[src/rtl/pwmsync_pkg.sv]
package pwmsync_pkg;

    typedef enum logic [2:0] {
        ST_ZERO_DUTY = 3'd0,
        ST_LOAD_TEMP = 3'd1,
        ST_WAIT_LOW  = 3'd2,
        ST_WAIT_WRAP = 3'd3,
        ST_RUN       = 3'd4
    } seq_state_t;

    typedef enum logic {
        MODE_LEAD = 1'b0,
        MODE_MID  = 1'b1
    } lvl_mode_t;

endpackage

[src/rtl/pwmsync_calc.sv]
module pwmsync_calc
    import pwmsync_pkg::*;
#(
    parameter int CNT_W = 16
) (
    input  lvl_mode_t          mode_i,
    input  logic [CNT_W-1:0]   period_i,
    input  logic [CNT_W-1:0]   high_i,
    output logic [CNT_W-1:0]   temp_cmp1_o,
    output logic [CNT_W-1:0]   temp_cmp2_o,
    output logic [CNT_W-1:0]   rest_cmp1_o,
    output logic [CNT_W-1:0]   idle_cmp1_o,
    output logic               idle_lvl1_o,
    output logic               idle_lvl2_o
);
    localparam logic [CNT_W-1:0] ALL_ONES = '1;
    localparam logic [CNT_W-1:0] RESTART  = ALL_ONES - CNT_W'(3);
    localparam logic [CNT_W-1:0] TEMP_C1  = RESTART + CNT_W'(1);

    always_comb begin
        temp_cmp1_o = TEMP_C1;
        if (mode_i == MODE_MID) begin
            // plain modular add: carry out of the top bit is dropped
            temp_cmp2_o = TEMP_C1 + high_i;
            rest_cmp1_o = period_i - high_i;
            idle_cmp1_o = period_i + CNT_W'(1);
            idle_lvl1_o = 1'b1;
            idle_lvl2_o = 1'b0;
        end else begin
            temp_cmp2_o = period_i;
            rest_cmp1_o = high_i;
            idle_cmp1_o = high_i;
            idle_lvl1_o = 1'b0;
            idle_lvl2_o = 1'b0;
        end
    end

endmodule

[src/rtl/pwmsync_milestone.sv]
module pwmsync_milestone #(
    parameter int CNT_W = 16
) (
    input  logic [CNT_W-1:0] cnt_i,
    input  logic             ignore_i,
    output logic             low_hit_o,
    output logic             wrap_hit_o
);
    localparam int HALF = CNT_W / 2;

    logic [HALF-1:0] upper;
    logic            unused_low;

    assign upper      = cnt_i[CNT_W-1:HALF];
    assign unused_low = ^cnt_i[HALF-1:0];

    // the counter seen during the clear cycle is stale, so drop it
    assign low_hit_o  = !ignore_i && (upper == '0);
    assign wrap_hit_o = !ignore_i && cnt_i[CNT_W-1];

endmodule

[src/rtl/pwmsync_fsm.sv]
module pwmsync_fsm
    import pwmsync_pkg::*;
#(
    parameter int CNT_W = 16
) (
    input  logic             clk,
    input  logic             rst_n,
    input  logic             start_i,
    input  lvl_mode_t        mode_i,
    input  logic [CNT_W-1:0] period_i,
    input  logic             low_hit_i,
    input  logic             wrap_hit_i,
    input  logic [CNT_W-1:0] temp_cmp1_i,
    input  logic [CNT_W-1:0] temp_cmp2_i,
    input  logic [CNT_W-1:0] rest_cmp1_i,
    input  logic [CNT_W-1:0] idle_cmp1_i,
    input  logic             idle_lvl1_i,
    input  logic             idle_lvl2_i,
    output logic [CNT_W-1:0] cmp1_o,
    output logic [CNT_W-1:0] cmp2_o,
    output logic             lvl1_o,
    output logic             lvl2_o,
    output logic             clr_o,
    output logic             busy_o
);
    seq_state_t       state_q, state_n;
    lvl_mode_t        mode_q;
    logic [CNT_W-1:0] rest1_q;
    logic [CNT_W-1:0] period_q;

    // state register
    always_ff @(posedge clk or negedge rst_n) begin
        if (!rst_n) state_q <= ST_ZERO_DUTY;
        else        state_q <= state_n;
    end

    // transitions
    always_comb begin
        state_n = state_q;
        unique case (state_q)
            ST_ZERO_DUTY, ST_RUN: if (start_i) state_n = ST_LOAD_TEMP;
            ST_LOAD_TEMP:         state_n = ST_WAIT_LOW;
            ST_WAIT_LOW: if (low_hit_i)
                state_n = (mode_q == MODE_MID) ? ST_WAIT_WRAP : ST_RUN;
            ST_WAIT_WRAP: if (wrap_hit_i) state_n = ST_RUN;
            default:              state_n = ST_ZERO_DUTY;
        endcase
    end

    // outputs and captured targets
    always_ff @(posedge clk or negedge rst_n) begin
        if (!rst_n) begin
            cmp1_o   <= '0;
            cmp2_o   <= '0;
            lvl1_o   <= 1'b0;
            lvl2_o   <= 1'b0;
            clr_o    <= 1'b0;
            busy_o   <= 1'b0;
            mode_q   <= MODE_LEAD;
            rest1_q  <= '0;
            period_q <= '0;
        end else begin
            clr_o <= 1'b0;
            unique case (state_q)
                ST_ZERO_DUTY, ST_RUN: begin
                    if (start_i) begin
                        cmp1_o   <= temp_cmp1_i;
                        cmp2_o   <= temp_cmp2_i;
                        lvl1_o   <= 1'b1;
                        lvl2_o   <= 1'b0;
                        mode_q   <= mode_i;
                        rest1_q  <= rest_cmp1_i;
                        period_q <= period_i;
                    end else if (state_q == ST_ZERO_DUTY) begin
                        cmp1_o <= idle_cmp1_i;
                        cmp2_o <= period_i;
                        lvl1_o <= idle_lvl1_i;
                        lvl2_o <= idle_lvl2_i;
                    end
                end
                ST_LOAD_TEMP: begin
                    clr_o  <= 1'b1;
                    busy_o <= 1'b1;
                end
                ST_WAIT_LOW: begin
                    if (low_hit_i) begin
                        cmp1_o <= rest1_q;
                        if (mode_q == MODE_LEAD) begin
                            lvl1_o <= 1'b0;
                            lvl2_o <= 1'b1;
                            busy_o <= 1'b0;
                        end
                    end
                end
                ST_WAIT_WRAP: begin
                    if (wrap_hit_i) begin
                        cmp2_o <= period_q;
                        busy_o <= 1'b0;
                    end
                end
                default: begin
                    busy_o <= 1'b0;
                end
            endcase
        end
    end

endmodule

[src/rtl/pwm_start_sync.sv]
module pwm_start_sync
    import pwmsync_pkg::*;
#(
    parameter int CNT_W = 16
) (
    input  logic             clk,
    input  logic             rst_n,
    input  logic             start_i,
    input  logic             mode_i,
    input  logic [CNT_W-1:0] period_i,
    input  logic [CNT_W-1:0] high_i,
    input  logic [CNT_W-1:0] cnt_i,
    output logic [CNT_W-1:0] cmp1_o,
    output logic [CNT_W-1:0] cmp2_o,
    output logic             lvl1_o,
    output logic             lvl2_o,
    output logic             clr_o,
    output logic             busy_o
);
    lvl_mode_t        mode_e;
    logic [CNT_W-1:0] temp_cmp1, temp_cmp2, rest_cmp1, idle_cmp1;
    logic             idle_lvl1, idle_lvl2;
    logic             low_hit, wrap_hit;

    assign mode_e = lvl_mode_t'(mode_i);

    pwmsync_calc #(.CNT_W(CNT_W)) calc_i (
        .mode_i      (mode_e),
        .period_i    (period_i),
        .high_i      (high_i),
        .temp_cmp1_o (temp_cmp1),
        .temp_cmp2_o (temp_cmp2),
        .rest_cmp1_o (rest_cmp1),
        .idle_cmp1_o (idle_cmp1),
        .idle_lvl1_o (idle_lvl1),
        .idle_lvl2_o (idle_lvl2)
    );

    pwmsync_milestone #(.CNT_W(CNT_W)) mile_i (
        .cnt_i      (cnt_i),
        .ignore_i   (clr_o),
        .low_hit_o  (low_hit),
        .wrap_hit_o (wrap_hit)
    );

    pwmsync_fsm #(.CNT_W(CNT_W)) fsm_i (
        .clk         (clk),
        .rst_n       (rst_n),
        .start_i     (start_i),
        .mode_i      (mode_e),
        .period_i    (period_i),
        .low_hit_i   (low_hit),
        .wrap_hit_i  (wrap_hit),
        .temp_cmp1_i (temp_cmp1),
        .temp_cmp2_i (temp_cmp2),
        .rest_cmp1_i (rest_cmp1),
        .idle_cmp1_i (idle_cmp1),
        .idle_lvl1_i (idle_lvl1),
        .idle_lvl2_i (idle_lvl2),
        .cmp1_o      (cmp1_o),
        .cmp2_o      (cmp2_o),
        .lvl1_o      (lvl1_o),
        .lvl2_o      (lvl2_o),
        .clr_o       (clr_o),
        .busy_o      (busy_o)
    );

endmodule

[config.mk]
export PLATFORM = sky130hd
export DESIGN_NAME = pwm_start_sync
export DESIGN_NICKNAME = d
export VERILOG_FILES = /design/src/rtl/pwmsync_pkg.sv /design/src/rtl/pwmsync_calc.sv /design/src/rtl/pwmsync_milestone.sv /design/src/rtl/pwmsync_fsm.sv /design/src/rtl/pwm_start_sync.sv
export SDC_FILE = /design/constraint.sdc
export NUM_CORES = 1
export LEC_CHECK = 0
export BUFFER_PORTS_ARGS = -buffer_cell sky130_fd_sc_hd__buf_4
export CAP_MARGIN = 20
export CORE_ASPECT_RATIO = 0.8
export CORE_UTILIZATION = 40
export DETAILED_ROUTE_END_ITERATION = 16
export GPL_ROUTABILITY_DRIVEN = 1
export GPL_TIMING_DRIVEN = 0
export PLACE_DENSITY_LB_ADDON = 0.15
export SLEW_MARGIN = 5
export SYNTH_ARGS = -nofsm -noshare
export SYNTH_HDL_FRONTEND = slang
export SYNTH_SLANG_ARGS = --single-unit
[constraint.sdc]
create_clock -name clk -period 2.4 [get_ports clk]
set_clock_uncertainty 0.2 [all_clocks]
set_input_delay 0.12 -clock clk [delete_from_list [all_inputs] [get_ports clk]]
set_output_delay 0.12 -clock clk [all_outputs]
set_load 0.02 [all_outputs]
==> impl_metrics.yaml, run 1 <==
run_status:
  status: "finished with violations"
  failing_checks: "negative hold slack"
timing:
  setup_total_negative_slack_ns: 0
  fin_ws_ns: 0.08227
  finalMaxSlewViolations: 0
  report.final.setup_viol: 0
  slew_headroom_pct: 35.86
  final_period_minus_worst_setup_slack_ns: 2.318
  max_clk_rate_mhz: 431.5
  rsz0062_at_grt: "no"
  timing.final.hold_violations: 1
  fin_crit_share_pct: 96.57
  tightestPinTransition_ns: 0.9622
  finalHoldWorstSlack_ns: -0.01123
drt:
  post-route-drc-count: 0
  detailedRoute.firstIterationViolations: 409
  drt_pass1_iterations: 5
  routed_wirelength_mm: 16.15
  detailroute.via_count: 4959
  routed_via_density: 5.707
  wire_length_per_cell_after_detailed_routing_um: 18.58
  drtAntennaViolNets: 0
synth:
  yosysWarningCount: 0
  synthXorXnorAreaFrac_pct: 6.002
  synth_top_cell_area_share_pct: 37.41
  synth_simple_gate_area_share_pct: 22.42
  synth_top_flop_cell: "sky130_fd_sc_hd__dfrtp_1"
  netlist.top_cell.by_area: "sky130_fd_sc_hd__dfrtp_1"
  share_of_synthesized_cell_area_in_full_adder_half_adder_and_majority_cells_pct: 4.832
  synthCells: 604
  synth_cell_type_count: 61
  post_synth_main_area_contributors: "sky130_fd_sc_hd__dfrtp_1 (37%), sky130_fd_sc_hd__nand2_1 (8.0%), sky130_fd_sc_hd__a21oi_1 (6.7%)"
  syn_area_per_cell_um2: 7.973
  synth_compound_area_share_pct: 23.80
  register_bit_total_from_synthesis: 72
  dominant_combinational_cell_family_by_area_after_synthesis: "compound AO/OA/AOI/OAI gates"
  syn-cell-area_mm2: 0.004816
  seq_area_frac_synth_pct: 37.41
  synthArstFlopShare_pct: 100.0
  synth_nets: 674
  yosys-mux-area-fraction_pct: 0
  synth-edff-count: 0
clocking:
  clk_root_buffer_cell: "sky130_fd_sc_hd__clkbuf_16"
  path_clk_slew_ns: 0.06
  clk_sink_count: 72
  clock_latency_ns: 0.35
  cts_tree: "yes"
  cts.htree.levels: 3
  cts_max_path_buffers: 2
  cts_made_buffers: 9
  cts_setup_buffers: 0
floorplanning:
  fp-row-count: 35
  die-area_mm2: 0.01249
  start_util_pct: 41.50
  fp.coreArea_mm2: 0.01160
  io_pins: 88
  die_h_um: 100.1
  die_w_um: 124.7
worst_setup_path:
  end_kind: "flop"
  worstSetupStartpointType: "primary input"
  crit_fanout: 7
  critical_path_required_ns: 2.49
  worstPathArrival_ns: 2.40
  class_of_the_most_critical_setup_path: "in2reg"
place:
  inst_count_dp: 830
  gp_routability_congestion: 0.9290
  io_buffer_count: 78
  dp_worst_setup_slack_ns: -0.2255
  hpwlAfterDp_mm: 12.13
  placedInstanceArea_mm2: 0.005587
grt:
  grt_util_all_layers_pct: 26.91
  grt.overflow.total: 0
  first_global_vias: 4760
  largest_net_degree_at_the_start_of_global_routing: 73
  grt_first_pass_wirelength_mm: 25.70
  antenna_found_initial: 1
layout:
  sequential_cell_area_mm2: 0.001802
  layout.cell_area.non_filler_mm2: 0.006141
  multiInputGateArea_mm2: 0.002783
  postLayoutCoreUtil_pct: 52.92
  drive_above_1_share_pct: 17.92
  final_cell_count_no_fill: 869
  num-fill-cells: 1117
  nets: 785
  syn_to_final_growth_pct: 27.51
  layout.cells.most_common_list: "sky130_fd_sc_hd__nand2_1 (103), sky130_fd_sc_hd__buf_4 (78), sky130_fd_sc_hd__dfrtp_1 (72)"
  most_common_cell_after_layout_fill_and_taps_aside: "sky130_fd_sc_hd__nand2_1"
flow_run:
  max_cap_viol_count: 0
pwr:
  cellPowerDensity_mw_per_mm2: 1093
  largest_vdd_supply_drop_mv: 0.6533
  total_leakage_power_nw: 2.759
  total_power_mw: 6.713
hold_path:
  path_category_of_the_worst_min_delay_check: "in2reg"
-- flip-flops by register name, indices dropped and copies added (netlist names) --
| register | flops |
|---|---|
| fsm_i.cmp1_o | 16 |
| fsm_i.cmp2_o | 16 |
| fsm_i.period_q | 16 |
| fsm_i.rest1_q | 16 |
| fsm_i.state_q | 3 |
| fsm_i.busy_o | 1 |
| fsm_i.clr_o | 1 |
| fsm_i.lvl1_o | 1 |
| fsm_i.lvl2_o | 1 |
| fsm_i.mode_q | 1 |
-- layer usage --
layer | wire length (um) | GRT usage, % | up-vias
met5 | 0 | 0 | -
met4 | 272 | 8.712 | 0
met3 | 1077 | 5.597 | 19
met2 | 7072 | 41.78 | 185
met1 | 7724 | 37.55 | 2413
li1 | - | - | 2342
-- logic make-up after synthesis --
kind of cell	after synthesis
buf+inv	63
flops	72
fa+ha+maj	18
compound gates	189
simple gates	229
xor+xnor	33
-- cell usage after synthesis, drive strengths merged (2+ instances only) --
cell / count
o21a: 7
nand2: 103
o31ai: 2
o2bb2ai: 2
nand2b: 5
nor2b: 10
a31o: 2
or3: 7
nor2: 47
xor2: 8
nor3: 16
clkbuf: 26
a21boi: 2
o22ai: 7
xnor2: 25
a211oi: 16
o21ai: 58
nand4: 3
a31oi: 4
a21o: 10
o221ai: 5
buf: 8
nand3b: 3
a21oi: 65
and3: 5
inv: 29
dfrtp: 72
a2111oi: 2
nand3: 14
and2: 4
ha: 17
nor4: 6
-- critical path, stage by stage --
cell                            delay [ns]
sky130_fd_sc_hd__dlygate4sd3_1        0.53
sky130_fd_sc_hd__buf_4                0.16
sky130_fd_sc_hd__inv_1                0.05
sky130_fd_sc_hd__ha_2                 0.38
sky130_fd_sc_hd__nand3_2              0.14
sky130_fd_sc_hd__or3b_4               0.42
sky130_fd_sc_hd__and4_1               0.18
sky130_fd_sc_hd__o311ai_1             0.26
sky130_fd_sc_hd__o21a_1               0.16
-- path summary, 6_finish.rpt --
check,start,to,slack (ns),cells past startpoint
worst max-delay path,high_i[12],fsm_i.rest1_q[14],0.08,9
worst min-delay path,high_i[2],fsm_i.rest1_q[2],-0.01,3
worst max register to register,fsm_i.state_q[1],fsm_i.cmp1_o[0],0.19,6
worst min register to register,fsm_i.period_q[11],fsm_i.period_q[11],0.27,2
max in group asynchronous,rst_n,fsm_i.rest1_q[6],1.11,2
min in group asynchronous,rst_n,fsm_i.clr_o,0.26,2
-- power breakdown --
group / internal, mW / switching, mW / total, mW
Clock: 0.805 / 0.568 / 1.37
Sequential: 1.81 / 0.358 / 2.17
Combinational: 1.20 / 1.97 / 3.17
-- area by class of cell --
| cell class | count | area share, % |
|---|---|---|
| Antenna cell | 1 | 0.04075 |
| Inverter | 29 | 1.773 |
| Multi-Input combinational cell | 469 | 45.31 |
| Clock buffer | 9 | 3.667 |
| Sequential cell | 72 | 29.34 |
| Clock inverter | 7 | 1.161 |
| Buffer | 34 | 2.649 |
| Timing Repair Buffer | 100 | 13.04 |
| Tap cell | 148 | 3.015 |
-- what timing repair did --
action                                  4_1_cts  5_1_grt
endpoints found under the hold margin        93        0
hold buffers                                 21        0
resized for setup                             3       12
endpoints found under the setup margin       11       17
Note: power is estimated with default switching activity, not from simulation.
==> run 2, diff against run 1 <==
- GPL_TIMING_DRIVEN: 0 -> 1
==> run 2 against run 1 <==
The flow now finishes without violations; clock-buffer cell count increased by 4; maximum frequency increased by 0.16%; cell area increased by 0.79%; non-clock buffer count decreased by 4; flip-flop and latch count unchanged; final cell count decreased by 0.81%; via count decreased by 5.1%; highest routed layer unchanged.
==> impl_metrics.yaml, run 2 (synthesis gave the netlist of run 1 again) <==
run_status:
  status: "complete, no violations"
timing:
  report.final.setup_viol: 0
  finalHoldWorstSlack_ns: 0.004103
  final_period_minus_worst_setup_slack_ns: 2.314
  timing.final.hold_violations: 0
  slew_headroom_pct: 37.78
  max_clk_rate_mhz: 432.2
  setup_total_negative_slack_ns: 0
  finalMaxSlewViolations: 0
  tightestPinTransition_ns: 0.9332
  fin_crit_share_pct: 96.42
  fin_ws_ns: 0.08602
layout:
  layout.cell_area.non_filler_mm2: 0.006190
  layout.cells.most_common_list: "sky130_fd_sc_hd__buf_4 (107), sky130_fd_sc_hd__nand2_1 (102), sky130_fd_sc_hd__dfrtp_1 (72)"
  multiInputGateArea_mm2: 0.002795
  nets: 781
  drive_above_1_share_pct: 20.03
  syn_to_final_growth_pct: 28.53
  most_common_cell_after_layout_fill_and_taps_aside: "sky130_fd_sc_hd__buf_4"
  final_cell_count_no_fill: 862
  postLayoutCoreUtil_pct: 53.34
  sequential_cell_area_mm2: 0.001802
  diodes: 0
  num-fill-cells: 1126
drt:
  drt_pass1_iterations: 4
  wire_length_per_cell_after_detailed_routing_um: 16.91
  post-route-drc-count: 0
  routed_wirelength_mm: 14.58
  detailroute.via_count: 4707
  detailedRoute.firstIterationViolations: 242
  routed_via_density: 5.461
  drtAntennaViolNets: 0
hold_path:
  path_category_of_the_worst_min_delay_check: "in2reg"
clocking:
  clk_sink_count: 72
  clock_latency_ns: 0.34
  cts_setup_buffers: 0
  cts_tree: "yes"
  cts_made_buffers: 9
  cts.htree.levels: 3
  cts_max_path_buffers: 2
  path_clk_slew_ns: 0.05
  clk_root_buffer_cell: "sky130_fd_sc_hd__clkbuf_16"
worst_setup_path:
  r2r_setup_slack_ns: 0.30
  worst_r2r_path_depth: 7
  crit-reg2reg-capture: "fsm_i.cmp1_o[8]"
  setup.worst_path.start: "period_i[11]"
  worstSetupStartpointType: "primary input"
  critical_path.endpoint: "fsm_i.rest1_q[14]"
  class_of_the_most_critical_setup_path: "in2reg"
  crit_fanout: 6
  critical_path_required_ns: 2.47
  regToRegStartpoint: "fsm_i.state_q[1]"
  end_kind: "flop"
  worstPathArrival_ns: 2.39
place:
  placedInstanceArea_mm2: 0.005667
  io_buffer_count: 79
  inst_count_dp: 826
  gp_routability_congestion: 0.9027
  hpwlAfterDp_mm: 11.04
  dp_worst_setup_slack_ns: -0.03466
grt:
  antenna_found_initial: 0
  grt_first_pass_wirelength_mm: 23.52
  first_global_vias: 4630
  largest_net_degree_at_the_start_of_global_routing: 73
  grt.overflow.total: 0
  grt_util_all_layers_pct: 24.15
floorplanning:
  io_pins: 88
  die_h_um: 100.1
  die-area_mm2: 0.01249
  start_util_pct: 41.50
  fp-row-count: 35
  fp.coreArea_mm2: 0.01160
  die_w_um: 124.7
pwr:
  largest_vdd_supply_drop_mv: 0.6308
  cellPowerDensity_mw_per_mm2: 1036
  total_leakage_power_nw: 2.810
  total_power_mw: 6.414
flow_run:
  max_cap_viol_count: 0
## run 2: worst min-delay path by stage
| stage | startpoint | end | slack, ns | depth (start not counted) |
|---|---|---|---|---|
| final | period_i[0] | fsm_i.period_q[0] | 0.004 | 4 |
| after global routing | high_i[6] | fsm_i.rest1_q[6] | 0.04 | 3 |
| after floorplan | rst_n | fsm_i.busy_o | -0.38 | 0 |
| after CTS | period_i[0] | fsm_i.period_q[0] | 0.004 | 4 |
| after global placement | rst_n | fsm_i.busy_o | 0.12 | 1 |
| after detailed placement | rst_n | fsm_i.busy_o | 0.13 | 1 |
## run 2: metal layers
| layer | global-route usage (%) | routed length [um] |
|---|---|---|
| met1 | 31.62 | 6787 |
| met2 | 41.18 | 6891 |
| met3 | 3.998 | 663 |
| met4 | 7.229 | 235 |
| met5 | 0 | 0 |
## run 2: area by class of cell
cell class	count	share of cell area, %
clock buffers	13	4.043
clock inverters	1	0.08086
inverters	29	1.759
multi-input cells	469	45.16
flip-flops and latches	72	29.11
well taps	148	2.992
repair buffers	130	16.86
## run 2: critical path: stages
cell,delay (ns)
sky130_fd_sc_hd__dlygate4sd3_1,0.53
sky130_fd_sc_hd__buf_4,0.16
sky130_fd_sc_hd__ha_2,0.41
sky130_fd_sc_hd__nand3_2,0.14
sky130_fd_sc_hd__or3b_1,0.42
sky130_fd_sc_hd__and4_1,0.21
sky130_fd_sc_hd__o311ai_2,0.25
sky130_fd_sc_hd__o21a_1,0.15
## run 2: what timing repair did
action                                 in CTS  in global routing
endpoints found under the hold margin      95                  0
hold buffers                               22                  0
resized for setup                           0                 10
setup endpoints to repair                   0                  6
## run 2: power breakdown
group | switching [mW] | internal, mW
combinational | 1.80 | 1.24
clock | 0.480 | 0.715
sequential | 0.365 | 1.81
